<file path="config.mk">
export PLATFORM = sky130hd
export DESIGN_NAME = isoio_regblock
export DESIGN_NICKNAME = d
export VERILOG_FILES = /design/src/rtl/isoio_pkg.sv /design/src/rtl/isoio_ctrl.sv /design/src/rtl/isoio_datapath.sv /design/src/rtl/isoio_regblock.sv
export SDC_FILE = /design/constraint.sdc
export NUM_CORES = 1
export LEC_CHECK = 0
export BUFFER_PORTS_ARGS = -buffer_cell sky130_fd_sc_hd__clkbuf_2
export CAP_MARGIN = 40
export CORE_ASPECT_RATIO = 0.75
export CORE_MARGIN = 3
export CORE_UTILIZATION = 45
export CTS_BUF_LIST = sky130_fd_sc_hd__clkbuf_8 sky130_fd_sc_hd__clkbuf_16
export CTS_CLUSTER_DIAMETER = 120
export CTS_CLUSTER_SIZE = 28
export DETAILED_ROUTE_END_ITERATION = 10
export GPL_TIMING_DRIVEN = 1
export PLACE_DENSITY = 0.72
export SYNTH_ARGS = -nofsm -noshare
export SYNTH_HDL_FRONTEND = slang
export SYNTH_SLANG_ARGS = --single-unit
</file>
<file path="constraint.sdc">
create_clock -name clk -period 1.2 [get_ports clk]
set_clock_uncertainty 0.2 [all_clocks]
set_input_delay 0.06 -clock clk [delete_from_list [all_inputs] [get_ports clk]]
set_output_delay 0.06 -clock clk [all_outputs]
set_load 0.03 [all_outputs]
</file>
<file path="src/rtl/isoio_pkg.sv">
package isoio_pkg;
  parameter int BYTE_W     = 8;
  parameter int PORT_BYTES = 2;
  parameter int ADDR_W     = 3;
  localparam int PORT_W    = BYTE_W * PORT_BYTES;

  // Offsets whose behaviour is fixed by the bus protocol
  localparam logic [ADDR_W-1:0] OFS_OUT_LO = 3'd0;
  localparam logic [ADDR_W-1:0] OFS_IN_LO  = 3'd1;
  localparam logic [ADDR_W-1:0] OFS_IRQ_EN = 3'd2;
  localparam logic [ADDR_W-1:0] OFS_OUT_HI = 3'd4;
  localparam logic [ADDR_W-1:0] OFS_IN_HI  = 3'd5;

  typedef enum logic [1:0] {
    RD_IDLE  = 2'd0,
    RD_IN_LO = 2'd1,
    RD_IN_HI = 2'd2
  } rdSel_e;

  typedef struct packed {
    logic wrOutLo;
    logic wrOutHi;
    logic irqArm;
    logic irqDisarm;
    logic pendAck;
  } ctrlStrobes_t;
endpackage

</file>
<file path="src/rtl/isoio_ctrl.sv">
module isoio_ctrl
  import isoio_pkg::*;
(
  input  logic [ADDR_W-1:0] busAddr,
  input  logic              busWr,
  input  logic              busRd,
  output ctrlStrobes_t      strobes,
  output rdSel_e            rdSel
);
  always_comb begin
    strobes           = '0;
    strobes.wrOutLo   = busWr && (busAddr == OFS_OUT_LO);
    strobes.wrOutHi   = busWr && (busAddr == OFS_OUT_HI);
    strobes.pendAck   = busWr && (busAddr == OFS_IN_LO);
    strobes.irqDisarm = busWr && (busAddr == OFS_IRQ_EN);
    strobes.irqArm    = busRd && (busAddr == OFS_IRQ_EN);
  end

  always_comb begin
    unique case (busAddr)
      OFS_IN_LO: rdSel = RD_IN_LO;
      OFS_IN_HI: rdSel = RD_IN_HI;
      default:   rdSel = RD_IDLE;
    endcase
  end
endmodule

</file>
<file path="src/rtl/isoio_datapath.sv">
module isoio_datapath
  import isoio_pkg::*;
#(
  parameter int SYNC_STAGES = 2
) (
  input  logic              clk,
  input  logic              rst_n,
  input  ctrlStrobes_t      strobes,
  input  rdSel_e            rdSel,
  input  logic [BYTE_W-1:0] wrData,
  input  logic [PORT_W-1:0] inPins,
  output logic [PORT_W-1:0] outPins,
  output logic [BYTE_W-1:0] rdData,
  output logic              irqReq,
  output logic              irqEn,
  output logic              pendFlag
);
  logic [SYNC_STAGES-1:0][PORT_W-1:0] syncChain;
  logic [PORT_W-1:0] syncedIn;
  logic [PORT_W-1:0] prevSample;
  logic              anyEdge;

  // Output byte latches
  always_ff @(posedge clk) begin
    if (!rst_n) begin
      outPins <= '0;
    end else begin
      if (strobes.wrOutLo) outPins[BYTE_W-1:0]      <= wrData;
      if (strobes.wrOutHi) outPins[PORT_W-1:BYTE_W] <= wrData;
    end
  end

  // Synchroniser chain
  generate
    for (genvar s = 0; s < SYNC_STAGES; s++) begin : gSync
      always_ff @(posedge clk) begin
        if (!rst_n) syncChain[s] <= '0;
        else if (s == 0) syncChain[s] <= inPins;
        else syncChain[s] <= syncChain[(s == 0) ? 0 : s-1];
      end
    end
  endgenerate

  assign syncedIn = syncChain[SYNC_STAGES-1];

  always_ff @(posedge clk) begin
    if (!rst_n) prevSample <= '0;
    else        prevSample <= syncedIn;
  end

  assign anyEdge = |(syncedIn ^ prevSample);

  // Interrupt enable: disarm wins over arm
  always_ff @(posedge clk) begin
    if (!rst_n)                 irqEn <= 1'b0;
    else if (strobes.irqDisarm) irqEn <= 1'b0;
    else if (strobes.irqArm)    irqEn <= 1'b1;
  end

  // Pending flag: a new edge beats an acknowledge
  always_ff @(posedge clk) begin
    if (!rst_n)                pendFlag <= 1'b0;
    else if (anyEdge && irqEn) pendFlag <= 1'b1;
    else if (strobes.pendAck)  pendFlag <= 1'b0;
  end

  assign irqReq = pendFlag && irqEn;

  always_comb begin
    unique case (rdSel)
      RD_IN_LO: rdData = syncedIn[BYTE_W-1:0];
      RD_IN_HI: rdData = syncedIn[PORT_W-1:BYTE_W];
      default:  rdData = '1;
    endcase
  end
endmodule

</file>
<file path="src/rtl/isoio_regblock.sv">
module isoio_regblock
  import isoio_pkg::*;
(
  input  logic              clk,
  input  logic              rst_n,
  input  logic [ADDR_W-1:0] busAddr,
  input  logic [BYTE_W-1:0] busWrData,
  input  logic              busWr,
  input  logic              busRd,
  output logic [BYTE_W-1:0] busRdData,
  input  logic [PORT_W-1:0] inPins,
  output logic [PORT_W-1:0] outPins,
  output logic              irqReq
);
  ctrlStrobes_t strobes;
  rdSel_e       rdSel;
  logic         irqEn;
  logic         pendFlag;

  isoio_ctrl ctrl_i (
    .busAddr (busAddr),
    .busWr   (busWr),
    .busRd   (busRd),
    .strobes (strobes),
    .rdSel   (rdSel)
  );

  isoio_datapath #(.SYNC_STAGES(2)) dp_i (
    .clk      (clk),
    .rst_n    (rst_n),
    .strobes  (strobes),
    .rdSel    (rdSel),
    .wrData   (busWrData),
    .inPins   (inPins),
    .outPins  (outPins),
    .rdData   (busRdData),
    .irqReq   (irqReq),
    .irqEn    (irqEn),
    .pendFlag (pendFlag)
  );
endmodule

</file>
Word level (Yosys, flattened, before mapping) --
Index checks and enable logic that the tools add are counted.
Word-level totals: register bits after elaboration 66, bits in latches 0, bits in writable memories 0, bits in read-only memories 0, output and inout port bits 25, logic and storage cells 30, memories 0
Operators by class: $add $sub $neg 0, $mul 0, divide/modulo/power cells 0, magnitude comparators 0, equal/unequal tests 6, shift-type cells 0, muxes and demuxes 4, bitwise gates (word level) 2, reduce and logical (&&, ||, !) cells 11
Operators by type and width (count):
- $pmux 8 s2 | 1
- $reduce_or 16->1 | 1
- $xor 16x16->16 | 1
- $logic_and 1x1->1 | 7
- $eq 3x3->1 const B | 2
- $pmux 2 s2 | 1
- $eq 3x1->1 const B | 1
- $eq 3x2->1 const B | 1
- $logic_not 3->1 | 1
- $eq 2x1->1 const B | 1
- $eq 2x2->1 const B | 1
- $mux 1 | 2
- $reduce_bool 2->1 | 1
- $reduce_or 2->1 | 1
- $not 1->1 | 1

Depth between registers and ports, before layout --
word-level depth 4, depth in mapped cells 5

By module --
Synthesis repeated with hierarchy kept, for this count alone.
Second synthesis, totals: cells, all modules 204, area total of the unflattened synthesis 2334.7 µm²
Modules (own cells, without submodules):
- isoio_datapath | times used 1, cells each 197, area each 2252.2 µm², seq. area each 1321.3 µm²
- isoio_ctrl | times used 1, cells each 7, area each 82.6 µm², seq. area each 0.0 µm²

Worst setup path after synthesis --
Ideal clock, no wire load.
path kind flip-flop to flip-flop, start point register dp_i.syncChain, in the netlist dp_i.syncedIn[5], end point register dp_i.pendFlag, arrival time 0.882 ns, data required time 0.877 ns, path slack -0.006 ns, stages on the path, launching flop included 5, period minus slack after synthesis 1.206 ns, cells stage by stage dfxtp_1 xnor2_1 nand4_1 nor4_1 o21ai_1
On the way: word-level cells in the longest chain between the ends 4, elaborated cells between the ends (all ways) 5
RTL lines:
- start, declared | RTL line isoio_datapath.sv:18 | logic [SYNC_STAGES-1:0][PORT_W-1:0] syncChain;
- start signal, assigned by index | RTL line isoio_datapath.sv:38 | else if (s == 0) syncChain[s] <= inPins;
- start signal, assigned by index | RTL line isoio_datapath.sv:39 | else syncChain[s] <= syncChain[(s == 0) ? 0 : s-1];
- $xor 16x16->16 * | RTL line isoio_datapath.sv:51 | assign anyEdge = |(syncedIn ^ prevSample);
- $reduce_or 16->1 * | RTL line isoio_datapath.sv:51
- $logic_and 1x1->1 * | RTL line isoio_datapath.sv:63 | else if (anyEdge && irqEn) pendFlag <= 1'b1;
- $mux 1 / $reduce_bool 2->1 (equally long branches)
- end signal, assigned | RTL line isoio_datapath.sv:62 | if (!rst_n) pendFlag <= 1'b0;
- end signal, assigned | RTL line isoio_datapath.sv:63
- end signal, assigned | RTL line isoio_datapath.sv:64 | else if (strobes.pendAck) pendFlag <= 1'b0;
- end, declared | RTL line isoio_datapath.sv:16 | output logic pendFlag
Every way passes the cells marked *; elsewhere a longest branch is shown, timed or not. A chain may end at the register's enable or synchronous reset.

Worst setup path after layout --
start point register dp_i.syncChain, in the netlist dp_i.syncedIn[10], end point output port busRdData[2]
On the way: word-level cells in the longest chain between the ends 1
RTL lines:
- $pmux 8 s2 | RTL line isoio_datapath.sv:70 | unique case (rdSel)
- end, declared | RTL line isoio_regblock.sv:10 | output logic [BYTE_W-1:0] busRdData,
No other way between the ends.

==> impl_metrics.yaml <==
status:
  outcome: "finished, violations left"
  violations: "setup timing"
routing:
  wire_per_inst_um: 13.4
  drtIter0Drc: 51
  via_count: 1833
  vias_per_cell: 4.59
  post-route-drc-count: 0
  dr.pass1.iters: 4
  drtAntennaViolNets: 0
  wl_mm: 5.34
synthesis:
  synth_seq_cells: 66
  synth_cell_types: 25
  syn-num-nets: 258
  syn_area_mm2: 0.00231
  synth_top_area_frac: 0.571
  postSynthCellCount: 227
  yosysTopAreaCell: "dfxtp_1"
  synthTopCellsByArea: "dfxtp_1 57%, and2_1 13%, nand2_1 7.0%, xnor2_1 6.1%, a21boi_1 5.2%"
  yosys_warnings: 0
  synth-seq-area-share: 0.571
  synth.avg_cell_area_um2: 10.2
worst_setup_path:
  start_kind: "flop"
  critPathRequiredTime_ns: 0.94
  cp.arrival_ns: 1.20
  setup.worst_path.end_class: "output pin"
  crit_fanout: 2
  crit_type: "reg -> out"
place:
  place_inst: 344
  place_hpwl_mm: 3.11
  place_congestion: 0.731
  placed_cell_area_mm2: 0.00275
  port_buffers: 55
timing:
  setup_viol: 9
  fin_crit_sh: 1.21
  rsz0062_at_grt: "yes"
  fmax_mhz: 686
  slew_viol_final: 0
  worst_slew_margin_rel: 0.768
  fin_ws_ns: -0.257
  hold_viol: 0
  tightest_slew_ns: 0.347
  min_period_ns: 1.46
finish:
  layout_commonest_cell: "dfxtp_1"
  final_area_mm2: 0.00354
  register_area_mm2: 0.00134
  fillCellCount: 317
  drive_above_1_share: 0.374
  mostFrequentLayoutCells: "53 x dfxtp_1, 48 x and2_1, 46 x clkbuf_2"
  antenna_cells: 0
  multi_input_area_mm2: 0.00102
  synthToLayoutAreaGrowth_pct: 52.9
  fin_cells: 399
  final_nets: 369
cts:
  clkLatencyLatePin_ns: 0.34
  cts_max_level: 3
  clkSinkCount: 66
  cts-root-buf: "clkbuf_8"
  cts_tree: "yes"
  cts_buffers: 9
  cts_max_path_buffers: 2
  clk_pin_slew_ns: 0.07
power_and_ir_drop:
  power_density_mw_per_mm2: 1310
  p_leak_nw: 1.53
  total_power_mw: 4.65
  ir_drop_mv: 0.910
floorplanning:
  die_w_um: 88.8
  core_region_area_mm2: 0.00470
  die_area_mm2: 0.00605
  start_util: 0.492
  num_rows: 21
  die_h_um: 68.1
  ios: 56
global_route:
  first_global_vias: 1878
  grt_overflow_total: 0
  grt_pass1_wl_mm: 8.67
  grt_use_total: 0.195
  grt_antenna_before_repair: 0
  grt_max_degree: 68
flow_run:
  drv_cap: 0
min_path:
  hold_class: "in -> reg"
==> synth_stat cells, drive strengths merged <==
cell and count:
o21ai 1, nor3 1, and2 49, nand3 1
nor3b 1, mux2i 8, nand2b 2, nor2b 1
a21oi 1, dfxtp 66, buf 5, inv 1
and3 1, a21boi 16, nor2 2, o211ai 1
clkbuf 6, nand4 4, xnor2 16, nand2 43
nor4 1
==> cells by family after synthesis <==
family | after synthesis | share of synthesized area
buffers and inverters | 12 | 0.0270
AO/OA/AOI/OAI | 19 | 0.0616
flip-flops | 66 | 0.571
XOR/XNOR | 16 | 0.0605
AND/OR/NAND/NOR | 106 | 0.245
multiplexers | 8 | 0.0346
==> power breakdown <==
group | internal (mW) | switching (mW) | total (mW)
Clock | 0.996 | 0.800 | 1.80
Sequential | 2.27 | 0.0399 | 2.31
Combinational | 0.306 | 0.240 | 0.546
==> layer usage <==
metal  GRT usage  routed length (µm)
met1       0.233                2500
met2       0.316                2500
met3      0.0590                 209
met4       0.106                 133
met5           0                   0
==> cell type report <==
cell class / count / area share
Timing Repair Buffer: 111 / 0.259
Sequential cell: 66 / 0.378
Clock buffer: 10 / 0.0389
Inverter: 1 / 0.00106
Multi-Input combinational cell: 149 / 0.287
Clock inverter: 5 / 0.0156
Tap cell: 57 / 0.0201
==> stage by stage <==
step | util | hold WS (ns) | TNS [ns] | setup WS, ns
6_report | 0.753 | 0.0230 | -1.85 | -0.257
5_1_grt | 0.753 | 0.0180 | -2.39 | -0.300
4_1_cts | 0.743 | -0.00982 | -1.88 | -0.233
3_5_place_dp | 0.584 | 0.0684 | -0.189 | -0.0786
3_3_place_gp | 0.584 | 0.0663 | -0.0839 | -0.0839
2_1_floorplan | - | -0.0127 | 0 | 0.00844
==> flip-flops by register name (all words and copies together) (netlist names) <==
signal and count:
dp_i.pendFlag 1, dp_i.prevSample 16, dp_i.irqEn 1, dp_i.syncChain 16
dp_i.outPins 16, dp_i.syncedIn 16
==> critical path: stages (launching register included) <==
cell and delay, ns:
dfxtp_2 0.33, buf_6 0.11, mux2i_1 0.15, nand2_1 0.10
clkbuf_8 0.17
==> worst paths after layout <==
kind                                         start                 to  slack (ns)  cells after the start
worst max register to register    dp_i.syncedIn[0]      dp_i.pendFlag       -0.23                      5
worst max-delay path             dp_i.syncedIn[10]       busRdData[2]       -0.26                      4
worst min register to register  dp_i.syncChain[14]  dp_i.syncedIn[14]        0.23                      1
worst min-delay path                    busAddr[0]    dp_i.outPins[6]        0.02                      5
==> what timing repair did <==
action,4_1_cts,5_1_grt
buffers inserted,11,1
gates resized for setup,50,8
pin swaps,16,10
hold endpoints to repair,39,0
gates cloned,0,0
hold buffers,28,0
endpoints found under the setup margin,10,11
Note: power is estimated with default switching activity, not from simulation.
